===== config.mk =====
export PLATFORM = sky130hd
export DESIGN_NAME = irq_redirect_ctrl
export DESIGN_NICKNAME = d
export VERILOG_FILES = /design/src/rtl/irq_redir_pkg.sv /design/src/rtl/irq_reg_port.sv /design/src/rtl/irq_redir_table.sv /design/src/rtl/irq_dispatch.sv /design/src/rtl/irq_redirect_ctrl.sv
export SDC_FILE = /design/constraint.sdc
export NUM_CORES = 2
export LEC_CHECK = 0
export ABC_AREA = 0
export BUFFER_PORTS_ARGS = -buffer_cell sky130_fd_sc_hd__buf_4
export CORE_MARGIN = 10
export CORE_UTILIZATION = 57
export DETAILED_ROUTE_END_ITERATION = 6
export HOLD_SLACK_MARGIN = 0.1
export PLACE_DENSITY = 0.76
export SYNTH_ARGS = -nofsm -noshare
export SYNTH_HDL_FRONTEND = slang
export SYNTH_SLANG_ARGS = --single-unit

===== constraint.sdc =====
create_clock -name clk -period 3.5 [get_ports clk]
set_input_delay 0.525 -clock clk [delete_from_list [all_inputs] [get_ports clk]]
set_output_delay 0.525 -clock clk [all_outputs]
set_load 0.005 [all_outputs]

===== src/rtl/irq_redir_pkg.sv =====
`timescale 1ns/1ps
// Shared constants and message type for the interrupt redirection controller.
// Assumes 64-bit routing entries and an 8-bit internal register number.
package irq_redir_pkg;
    localparam int MASK_BIT  = 16;
    localparam int TRIG_BIT  = 15;
    localparam int DMODE_BIT = 11;
    localparam int DLV_LO    = 8;
    localparam int DLV_HI    = 10;
    localparam logic [63:0] ENTRY_RESET = 64'h0001_0000_0001_0000;
    localparam logic [7:0]  REG_ID   = 8'h00;
    localparam logic [7:0]  REG_VER  = 8'h01;
    localparam logic [7:0]  REG_ARB  = 8'h02;
    localparam logic [7:0]  TBL_BASE = 8'h10;
    localparam logic [7:0]  VER_CODE = 8'h11;
    localparam logic [7:0]  DEST_ALL = 8'hFF;

    typedef struct packed {
        logic [7:0] vector;
        logic [7:0] dest;
        logic       bcast;
    } dlv_msg_t;
endpackage


===== src/rtl/irq_reg_port.sv =====
`timescale 1ns/1ps
// Register port: decodes the selector and window offsets, holds the selector,
// and turns window accesses into internal register reads and writes.
// Assumes a single-cycle access strobe; read data is combinational.
module irq_reg_port #(
    parameter int ADDR_W = 8,
    parameter int DATA_W = 32
) (
    input  logic              clk,
    input  logic              rst_n,
    input  logic              bus_req,
    input  logic              bus_we,
    input  logic [ADDR_W-1:0] bus_addr,
    input  logic [1:0]        bus_size,
    input  logic [DATA_W-1:0] bus_wdata,
    output logic [DATA_W-1:0] bus_rdata,
    output logic              win_we,
    output logic [7:0]        win_idx,
    output logic [DATA_W-1:0] win_wdata,
    input  logic [DATA_W-1:0] win_rdata
);
    localparam logic [ADDR_W-1:0] OFS_SEL = ADDR_W'(0);
    localparam logic [ADDR_W-1:0] OFS_WIN = ADDR_W'(16);
    localparam logic [1:0]        SIZE_OK = 2'd2;

    logic [DATA_W-1:0] sel_q;
    logic acc_ok, hit_sel, hit_win;

    // Qualify the access by size and offset.
    always_comb begin
        acc_ok  = bus_req && (bus_size == SIZE_OK);
        hit_sel = acc_ok && (bus_addr == OFS_SEL);
        hit_win = acc_ok && (bus_addr == OFS_WIN);
    end

    // Selector register update.
    always_ff @(posedge clk) begin
        if (!rst_n)
            sel_q <= '0;
        else if (hit_sel && bus_we)
            sel_q <= bus_wdata;
    end

    // Window strobes and read data steering.
    always_comb begin
        win_we    = hit_win && bus_we;
        win_idx   = sel_q[7:0];
        win_wdata = bus_wdata;
        if (hit_sel && !bus_we)
            bus_rdata = sel_q;
        else if (hit_win && !bus_we)
            bus_rdata = win_rdata;
        else
            bus_rdata = '0;
    end

    // a rejected write leaves the selector untouched.
    assert_bad_write_ignored_R1: assert property (@(posedge clk) disable iff (!rst_n)
        (bus_req && bus_we && !acc_ok) |=> $stable(sel_q));
endmodule


===== src/rtl/irq_redir_table.sv =====
`timescale 1ns/1ps
// Routing table, ID register, line level tracking and pending flags.
// Emits a one-cycle request per line when a message must be queued.
// Assumes 2*NUM_PINS entries fit above register 0x10 in an 8-bit index.
module irq_redir_table
    import irq_redir_pkg::*;
#(
    parameter int NUM_PINS = 16
) (
    input  logic                     clk,
    input  logic                     rst_n,
    input  logic                     win_we,
    input  logic [7:0]               win_idx,
    input  logic [31:0]              win_wdata,
    output logic [31:0]              win_rdata,
    input  logic [NUM_PINS-1:0]      irq_lines,
    output logic [NUM_PINS-1:0]      fire,
    output logic [NUM_PINS-1:0][7:0] ent_vec,
    output logic [NUM_PINS-1:0][7:0] ent_dest
);
    localparam int PIN_W = (NUM_PINS > 1) ? $clog2(NUM_PINS) : 1;
    localparam int TBL_REGS = 2 * NUM_PINS;
    localparam logic [31:0] VER_WORD = {8'h00, 8'(NUM_PINS), 8'h00, VER_CODE};

    logic [NUM_PINS-1:0][63:0] entry_q;
    logic [NUM_PINS-1:0]       pend_q;
    logic [NUM_PINS-1:0]       line_q;
    logic [NUM_PINS-1:0]       wr_hit;
    logic [3:0]                id_q;
    logic [7:0]                tbl_off;
    logic                      tbl_hit;
    logic [PIN_W-1:0]          tbl_pin;
    logic                      tbl_hi;

    // Decode the window index into table line and half.
    always_comb begin
        tbl_off = win_idx - TBL_BASE;
        tbl_hit = (win_idx >= TBL_BASE) && ({1'b0, tbl_off} < 9'(TBL_REGS));
        tbl_pin = tbl_off[PIN_W:1];
        tbl_hi  = tbl_off[0];
    end

    // ID register keeps its four defined bits only.
    always_ff @(posedge clk) begin
        if (!rst_n)
            id_q <= '0;
        else if (win_we && win_idx == REG_ID)
            id_q <= win_wdata[27:24];
    end

    // Window read multiplexer.
    always_comb begin
        win_rdata = '0;
        if (win_idx == REG_ID || win_idx == REG_ARB)
            win_rdata = {4'b0, id_q, 24'b0};
        else if (win_idx == REG_VER)
            win_rdata = VER_WORD;
        else if (tbl_hit)
            win_rdata = tbl_hi ? entry_q[tbl_pin][63:32] : entry_q[tbl_pin][31:0];
    end

    for (genvar p = 0; p < NUM_PINS; p++) begin : g_line
        logic [63:0] eff;
        logic rise, can_send, held_level, unmask_evt, rerun;

        // Post-write view of the entry and the decisions taken on it.
        always_comb begin
            wr_hit[p] = win_we && tbl_hit && (tbl_pin == PIN_W'(p));
            eff = entry_q[p];
            if (wr_hit[p]) begin
                if (tbl_hi) eff[63:32] = win_wdata;
                else        eff[31:0]  = win_wdata;
            end
            rise       = irq_lines[p] && !line_q[p];
            can_send   = !eff[MASK_BIT] && !eff[DMODE_BIT] && (eff[DLV_HI:DLV_LO] == 3'b000);
            held_level = eff[MASK_BIT] && eff[TRIG_BIT];
            unmask_evt = wr_hit[p] && pend_q[p] && !eff[MASK_BIT];
            rerun      = unmask_evt && irq_lines[p];
            fire[p]    = (rise || rerun) && can_send;
            ent_vec[p]  = entry_q[p][7:0];
            ent_dest[p] = entry_q[p][63:56];
        end

        // Entry, pending flag and recorded line level.
        always_ff @(posedge clk) begin
            if (!rst_n) begin
                entry_q[p] <= ENTRY_RESET;
                pend_q[p]  <= 1'b0;
                line_q[p]  <= 1'b0;
            end else begin
                entry_q[p] <= eff;
                line_q[p]  <= irq_lines[p];
                if (unmask_evt)
                    pend_q[p] <= 1'b0;
                else if (rise && held_level)
                    pend_q[p] <= 1'b1;
            end
        end

        // a pending line always has a masked entry.
        assert_pend_masked_R8: assert property (@(posedge clk) disable iff (!rst_n)
            pend_q[p] |-> entry_q[p][MASK_BIT]);
        // a line already recorded high sends nothing without an unmask write.
        assert_no_repeat_R5: assert property (@(posedge clk) disable iff (!rst_n)
            (line_q[p] && irq_lines[p] && !wr_hit[p]) |-> !fire[p]);
    end
endmodule


===== src/rtl/irq_dispatch.sv =====
`timescale 1ns/1ps
// Request holding and output stage: one request bit per line, lowest line
// granted first, message payload read from the entry at load time.
// Assumes the receiver follows a plain valid/ready rule.
module irq_dispatch
    import irq_redir_pkg::*;
#(
    parameter int NUM_PINS = 16
) (
    input  logic                     clk,
    input  logic                     rst_n,
    input  logic [NUM_PINS-1:0]      fire,
    input  logic [NUM_PINS-1:0][7:0] ent_vec,
    input  logic [NUM_PINS-1:0][7:0] ent_dest,
    input  logic                     dlv_ready,
    output logic                     dlv_valid,
    output dlv_msg_t                 dlv_msg
);
    localparam int PIN_W = (NUM_PINS > 1) ? $clog2(NUM_PINS) : 1;

    logic [NUM_PINS-1:0] req_q, grant;
    logic [PIN_W-1:0]    gidx;
    logic                found, free;

    // Lowest-numbered held request wins the output when it is free.
    always_comb begin
        free  = !dlv_valid || dlv_ready;
        found = 1'b0;
        gidx  = '0;
        grant = '0;
        for (int i = 0; i < NUM_PINS; i++) begin
            if (!found && req_q[i]) begin
                found = 1'b1;
                gidx  = PIN_W'(i);
            end
        end
        if (free && found)
            grant[gidx] = 1'b1;
    end

    // Held requests: drop the granted one, add new ones.
    always_ff @(posedge clk) begin
        if (!rst_n)
            req_q <= '0;
        else
            req_q <= (req_q & ~grant) | fire;
    end

    // Output register loads when empty or accepted.
    always_ff @(posedge clk) begin
        if (!rst_n) begin
            dlv_valid <= 1'b0;
            dlv_msg   <= '0;
        end else if (free) begin
            dlv_valid <= found;
            if (found)
                dlv_msg <= '{vector: ent_vec[gidx], dest: ent_dest[gidx],
                             bcast: (ent_dest[gidx] == DEST_ALL)};
        end
    end

    // a stalled message holds its payload.
    assert_hold_until_ready_R10: assert property (@(posedge clk) disable iff (!rst_n)
        (dlv_valid && !dlv_ready) |=> (dlv_valid && $stable(dlv_msg)));
    // valid only drops after an accepted message.
    assert_drop_after_accept_R10: assert property (@(posedge clk) disable iff (!rst_n)
        $fell(dlv_valid) |-> $past(dlv_ready));
    // broadcast flag agrees with the destination on the output.
    assert_bcast_dest_R7: assert property (@(posedge clk) disable iff (!rst_n)
        dlv_valid |-> (dlv_msg.bcast == (dlv_msg.dest == DEST_ALL)));
endmodule


===== src/rtl/irq_redirect_ctrl.sv =====
`timescale 1ns/1ps
// Top of the interrupt redirection controller: register port, routing table
// and dispatch stage. Assumes all inputs are synchronous to clk.
module irq_redirect_ctrl
    import irq_redir_pkg::*;
#(
    parameter int NUM_PINS = 16,
    parameter int ADDR_W   = 8
) (
    input  logic                clk,
    input  logic                rst_n,
    input  logic                bus_req,
    input  logic                bus_we,
    input  logic [ADDR_W-1:0]   bus_addr,
    input  logic [1:0]          bus_size,
    input  logic [31:0]         bus_wdata,
    output logic [31:0]         bus_rdata,
    input  logic [NUM_PINS-1:0] irq_lines,
    output logic                dlv_valid,
    input  logic                dlv_ready,
    output logic [7:0]          dlv_vector,
    output logic [7:0]          dlv_dest,
    output logic                dlv_bcast
);
    logic                     win_we;
    logic [7:0]               win_idx;
    logic [31:0]              win_wdata, win_rdata;
    logic [NUM_PINS-1:0]      fire;
    logic [NUM_PINS-1:0][7:0] ent_vec, ent_dest;
    dlv_msg_t                 msg;

    irq_reg_port #(.ADDR_W(ADDR_W), .DATA_W(32)) u_port (
        .clk(clk), .rst_n(rst_n), .bus_req(bus_req), .bus_we(bus_we),
        .bus_addr(bus_addr), .bus_size(bus_size), .bus_wdata(bus_wdata),
        .bus_rdata(bus_rdata), .win_we(win_we), .win_idx(win_idx),
        .win_wdata(win_wdata), .win_rdata(win_rdata)
    );

    irq_redir_table #(.NUM_PINS(NUM_PINS)) u_table (
        .clk(clk), .rst_n(rst_n), .win_we(win_we), .win_idx(win_idx),
        .win_wdata(win_wdata), .win_rdata(win_rdata), .irq_lines(irq_lines),
        .fire(fire), .ent_vec(ent_vec), .ent_dest(ent_dest)
    );

    irq_dispatch #(.NUM_PINS(NUM_PINS)) u_dispatch (
        .clk(clk), .rst_n(rst_n), .fire(fire), .ent_vec(ent_vec),
        .ent_dest(ent_dest), .dlv_ready(dlv_ready), .dlv_valid(dlv_valid),
        .dlv_msg(msg)
    );

    // Unpack the message onto the output pins.
    always_comb begin
        dlv_vector = msg.vector;
        dlv_dest   = msg.dest;
        dlv_bcast  = msg.bcast;
    end
endmodule


; Word level (Yosys, flattened, before mapping)
; Index checks and enable logic that the tools add are counted.
[classes]
addsub = 1
multipliers = 0
div_mod_pow = 0
magnitude_cmp = 5
n_eq_ne = 20
shift = 0
mux = 78
n_bitwise = 5
n_reduce_logical = 338
[ops]
columns = op, n
row1 = two-way mux 17 bit, 32
row2 = binary-select mux 64 bit (select 4 bit), 1
row3 = two-way mux 32 bit, 6
row4 = logical AND 1 bit, 187
row5 = AND reduction 2 bit, 33
row6 = logical NOT 1 bit, 65
row7 = binary-select mux 8 bit (select 4 bit), 2
row8 = two-way mux 64 bit, 1
row9 = two-way mux 4 bit, 14
row10 = logical NOT 3 bit, 16
row11 = "equality test 4 bit, second input constant", 8
row12 = OR reduction 2 bit, 16
row13 = logical OR 1 bit, 18
row14 = two-way mux 1 bit, 18
row15 = bitwise AND 16 bit, 1
row16 = "equality test 4 x 3 -> 1 bit, second input constant", 4
row17 = logical NOT 8 bit, 2
row18 = two-way mux 16 bit, 1
row19 = two-way mux 8 bit, 2
row20 = NOT 16 bit, 1
row21 = bitwise OR 16 bit, 1
row22 = "less-than comparator 4 x 5 -> 1 bit, second input constant", 2
row23 = "equality test 4 x 2 -> 1 bit, second input constant", 2
row24 = "equality test 8 x 1 -> 1 bit, second input constant", 1
row25 = other kinds (12), 13
[totals]
ff_bits = 1126
latchBits = 0
ramBits = 0
romBits = 0
input_bits = 63
out_inout_bits = 50
word_cells = 534
n_memories = 0

; Depth between registers and ports, before layout
[depth]
word_depth = 54
mapped_depth = 17
mapped_depth_nobuf = 11

; By module
; From an unflattened synthesis, not the netlist that was laid out.
[unflattened]
hier_cells = 6452
area_unflattened_um2 = 56864.5
[modules_own_cells]
columns = mod, n_inst, cells_each, area_each_um2, seq_area_each_um2
row1 = irq_redir_table, 1, 5683, 50774.9, 21220.4
row2 = irq_dispatch, 1, 510, 3942.5, 680.7
row3 = irq_reg_port, 1, 259, 2147.1, 640.6

; Least setup slack after synthesis
; No wires, ideal clock.
[synth_path]
path_kind = register -> register
from = reg u_port.sel_q[4]
to = reg u_table.entry_q[496] (netlist bit)
setup_time_ns = 0.137
t_arrival_ns = 3.538
required_time_ns = 3.363
slack_ns = -0.175
path_stages_with_launch = 16
n_path_buf = 6
period_less_slack_ns = 3.675
path_cell_list = dfxtp_1 -> buf_2 -> inv_2 -> clkbuf_1 -> buf_1 -> ha_1 -> and3b_1 -> a31oi_1 -> nand4b_2 -> nor3_1 -> clkbuf_1 -> clkbuf_1 -> nand3_1 -> clkbuf_1 -> nand2_1 -> nand3_1
[synth_via]
elab_chain_cells = 6
elab_cells_between_ends = 8
cone_classes = add/sub (1) / order compare (2) / eq/ne (1) / reduce/logical (4)
[synth_rtl]
columns = element, line
row1 = start: declaration, irq_reg_port.sv:26  ; logic [DATA_W-1:0] sel_q;
row2 = start signal: assignment, irq_reg_port.sv:41  ; sel_q <= bus_wdata;
row3 = subtractor 8 x 5 -> 8 bit, irq_redir_table.sv:37  ; tbl_off = win_idx - TBL_BASE;
row4 = less-than comparator 8 x 6 -> 1 bit, irq_redir_table.sv:38  ; tbl_hit = (win_idx >= TBL_BASE) && ({1'b0, tbl_off} < 9'(TBL_REGS));
row5 = logical AND 1 bit, irq_redir_table.sv:38
row6 = logical AND 1 bit, irq_redir_table.sv:68  ; wr_hit[p] = win_we && tbl_hit && (tbl_pin == PIN_W'(p));
row7 = logical AND 1 bit *, irq_redir_table.sv:68
row8 = AND reduction 2 bit (no line) *, n/a
row9 = end signal: indexed assignment, irq_redir_table.sv:87  ; entry_q[p] <= ENTRY_RESET;
row10 = end signal: indexed assignment, irq_redir_table.sv:91  ; entry_q[p] <= eff;
row11 = end: declaration, irq_redir_table.sv:25  ; logic [NUM_PINS-1:0][63:0] entry_q;
; Every way passes the cells marked *; elsewhere a longest branch is shown, timed or not.
; A chain may end at the register's enable or synchronous reset.

; Worst setup path after layout
[layout_path]
from = reg u_port.sel_q[4]
to = out bus_rdata[31]
[layout_via]
elab_chain_cells = 9
elab_cells_between_ends = 16
cone_classes = add/sub (1) / order compare (2) / eq/ne (2) / mux (8) / reduce/logical (3)
[layout_rtl]
columns = element, line
row1 = subtractor 8 x 5 -> 8 bit, irq_redir_table.sv:37
row2 = binary-select mux 64 bit (select 4 bit), irq_redir_table.sv:59  ; win_rdata = tbl_hi ? entry_q[tbl_pin][63:32] : entry_q[tbl_pin][31:0];
row3 = two-way mux 64 bit (not written as such), irq_redir_table.sv:59
row4 = two-way mux 32 bit, irq_redir_table.sv:59
row5 = two-way mux 32 bit, irq_redir_table.sv:58  ; else if (tbl_hit)
row6 = two-way mux 32 bit, irq_redir_table.sv:56  ; else if (win_idx == REG_VER)
row7 = two-way mux 32 bit *, irq_redir_table.sv:54  ; if (win_idx == REG_ID || win_idx == REG_ARB)
row8 = two-way mux 32 bit *, irq_reg_port.sv:51  ; else if (hit_win && !bus_we)
row9 = two-way mux 32 bit *, irq_reg_port.sv:49  ; if (hit_sel && !bus_we)
row10 = end: declaration, irq_redirect_ctrl.sv:17  ; output logic [31:0] bus_rdata,
; Every way passes the cells marked *; elsewhere a longest branch is shown, timed or not. The select of a mux whose other input is x is not followed.

==> out/results.ini <==
[run_status]
status = finished, violations left
violations = design-rule violations, negative setup slack

[yosys]
synth_area_leader_cell = dfxtp_1
yosys.cell_types.count = 72
yosysSeqAreaShare_pct = 44.6
synth.avg_cell_area_um2 = 8.46
syn-num-nets = 6044
ys_warn_count = 0
synthArstFlopShare_pct = 0
synth_area_mm2 = 0.0506
synth_top_family_by_area = simple AND/OR/NAND/NOR gates
synth_area_leaders = dfxtp_1 (45%), nand2_1 (17%), mux4_2 (16%)
synthesis.instances = 5980
synth_fa_ha_area_share_pct = 0.0247
synth-xor-area-share_pct = 0
synth_edf_count = 0
ys_ff_latch = 1126
synth.area.mux_share_pct = 17.2
synth_compound_area_share_pct = 13.0
synth_top_area_share_pct = 44.6
yosys.area_share.simple_pct = 20.2
synth_flop_cell = dfxtp_1

[sta]
fin_crit_ns = 3.88
hold_viol_final = 0
tightest_slew_ns = 1.02
slew_violations = 0
setup_viol = 32
fmax_mhz = 258
rsz0062_at_grt = yes
setup_ws_ns = -0.377
hold_ws_ns = 0.0987
period_share_pct = 111
finClkSkew_ns = 0.0526
relSlewSlack_pct = 31.9
setup_tns_ns = -7.99

[global_routing]
grt_max_degree = 124
grt_pass1_vias = 46300
grt_pass1_wl_um = 290000
overflow = 0
grt_usage_pct = 37.1
antenna_found_initial = 3

[layout]
layout_commonest_cell = nand2_1
fin_util_pct = 66.8
n_fill_cell = 6609
layout_common_cells = nand2_1 (2217), dfxtp_1 (1122), a21oi_1 (1043)
nets = 6012
register_area_mm2 = 0.0226
area_growth_pct = 16.5
layout-drive-gt1-share_pct = 18.7
multi_input_area_mm2 = 0.0259

[setup_path]
crit_type = flip-flop to output pin
path_cells = buf_4, or3_1, a31oi_1, nand2b_1, or3_1, buf_4, o21ai_0, buf_4, buf_4
r2r_setup_slack_ns = 0.19
startpoint_type = flip-flop
crit_path_top_delay_cell = buf_4
critPathLaunch = u_port.sel_q[4]
path_delay_family = buffers and inverters
cp.required_ns = 2.97
crit_path_max_fanout = 19
worst-path-stages = 9
cp_num_buf_inv = 4
timing.rr.start = u_dispatch.req_q[0]
endpoint_kind = output pin
r2r-end = u_dispatch.dlv_msg[2]
cpPeakStageDelay_ns = 0.46
arrival_ns = 3.35
worstSetupEndpoint = bus_rdata[31]
rr_worst_depth = 9
cp_common_cell = buf_4

[die]
start_util_pct = 57.3
fp.dieW_um = 318
core_area_mm2 = 0.0882
dieArea_mm2 = 0.101
rows = 109
die_height_um = 318
ios = 113

[route]
drt_first_pass_iters = 7
vias = 48600
routed_wl_um = 197000
ant_nets = 0
drt-initial-drc-count = 8752
wl_per_cell_um = 27.3
vias_per_cell = 6.74
drc = 20

[power]
peakVddDrop_uv = 444
power.leakage_nw = 19.2
p_per_area_mw_per_mm2 = 442
power.total_mw = 26.0

[cts]
path_clk_slew_ns = 0.06
cts_buffers = 113
root_buffer = clkbuf_16
cts_tree = yes
cts_sinks = 1126
clockBufferDepth = 3
clk_latency_ns = 0.73
htree_levels = 3

[place]
numPortBuffers = 112
hpwl_um = 117000
place.gp.congestion = 0.971

[min_path]
worstHoldPathType = input port to flip-flop
hold_depth = 2

[flow_run]
drv_cap = 0

-- metal layers --
| layer | GRT usage [%] | wire, um | share of wire (%) | up-vias |
|---|---|---|---|---|
| met2 | 53.2 | 81100 | 41 | 4342 |
| met4 | 24.8 | 16400 | 8.3 | 2 |
| li1 | - | - | - | 20300 |
| met5 | 0 | 19 | 0.0096 | - |
| met3 | 13.6 | 32600 | 17 | 1133 |
| met1 | 46.2 | 66800 | 34 | 22800 |
-- flip-flops by register name (all words and copies together) (netlist names) --
name,cells
u_table.entry_q,768
u_table.ent_dest,128
u_table.ent_vec,128
u_port.sel_q,32
u_dispatch.dlv_msg,17
u_dispatch.req_q,16
u_table.line_q,16
u_table.pend_q,16
u_table.id_q,4
u_dispatch.dlv_valid,1
-- what timing repair did --
action / CTS / global route
setup buffers: 52 / 26
gates resized for setup: 82 / 28
gates cloned: 10 / 3
hold buffers: 12 / 0
setup endpoints to repair: 32 / 33
pin swaps: 3 / 8
hold endpoints to repair: 12 / 0
-- Yosys cell counts (all sizes together), types with 4 or more instances --
cell       n
nand2b     4
nor2      70
a22oi     22
buf       92
mux2i     72
and2      30
o31ai     11
nand2   2229
nor2b      5
and3      21
or4        9
nand3     82
a31oi     25
mux2       6
a31o       4
nor4      22
nand4     13
dfxtp   1126
nand4b    10
inv       13
or3        9
nor4b     13
o211ai     7
nor3      19
or2        4
a211oi     7
o21ai     74
mux4     352
o22ai      6
clkbuf   524
and4       4
a32oi     14
a21oi   1045
-- per-stage QoR --
step,setup WS [ns],instances,cell area [um2]
2_1_floorplan,0.0704,5980,50600
3_3_place_gp,0.151,6899,53500
3_5_place_dp,0.121,6899,53500
4_1_cts,-0.265,7181,58600
5_1_grt,-0.380,7208,58900
6_report,-0.377,7209,58900
-- layout make-up --
type,count,share of cell area [%]
tap,1165,2.47
multi-input combinational,4225,44.0
sequential,1126,38.3
clock inverter,49,0.830
inverter,13,0.104
clock buffer,159,5.69
timing repair buffer,469,8.58
antenna,3,0.0127
-- where the power goes --
| group | internal [mW] | switching [mW] | leakage, nW |
|---|---|---|---|
| logic | 0.129 | 0.513 | 8.21 |
| registers | 12.8 | 0.00633 | 9.07 |
| clock network | 7.18 | 5.38 | 1.92 |
| total | 20.1 | 5.90 | 19.2 |
-- logic make-up (layout without fill, tap and decap cells) --
group	Yosys count	in the layout
adders and majority gates	1	1
buffers and inverters	629	690
AOI/OAI and AO/OA	1244	1244
muxes	430	430
DFF	1126	1126
and+or+nand+nor	2550	2550
other	0	3
-- worst min-delay path by stage --
stage	startpoint	endpoint	slack (ns)
3_3_place_gp	u_table.entry_q[418]	u_table.entry_q[418]	0.43
2_1_floorplan	u_table.line_q[9]	u_table.pend_q[9]	0.42
5_1_grt	irq_lines[15]	u_table.line_q[15]	0.11
4_1_cts	irq_lines[15]	u_table.line_q[15]	0.11
3_5_place_dp	u_table.entry_q[174]	u_table.entry_q[174]	0.44
6_report	irq_lines[15]	u_table.line_q[15]	0.1
-- worst reg2reg max path, stage by stage, from the launching register on --
cell and delay (ns):
dfxtp_1 0.35, or4_1 0.73, a2111o_1 0.47, nand2_4 0.24
buf_12 0.28, mux2i_1 0.34, o22ai_1 0.11, or3b_1 0.43
nor2_1 0.15, nor3_1 0.05
No activity file was read; power rests on OpenSTA's default activity.
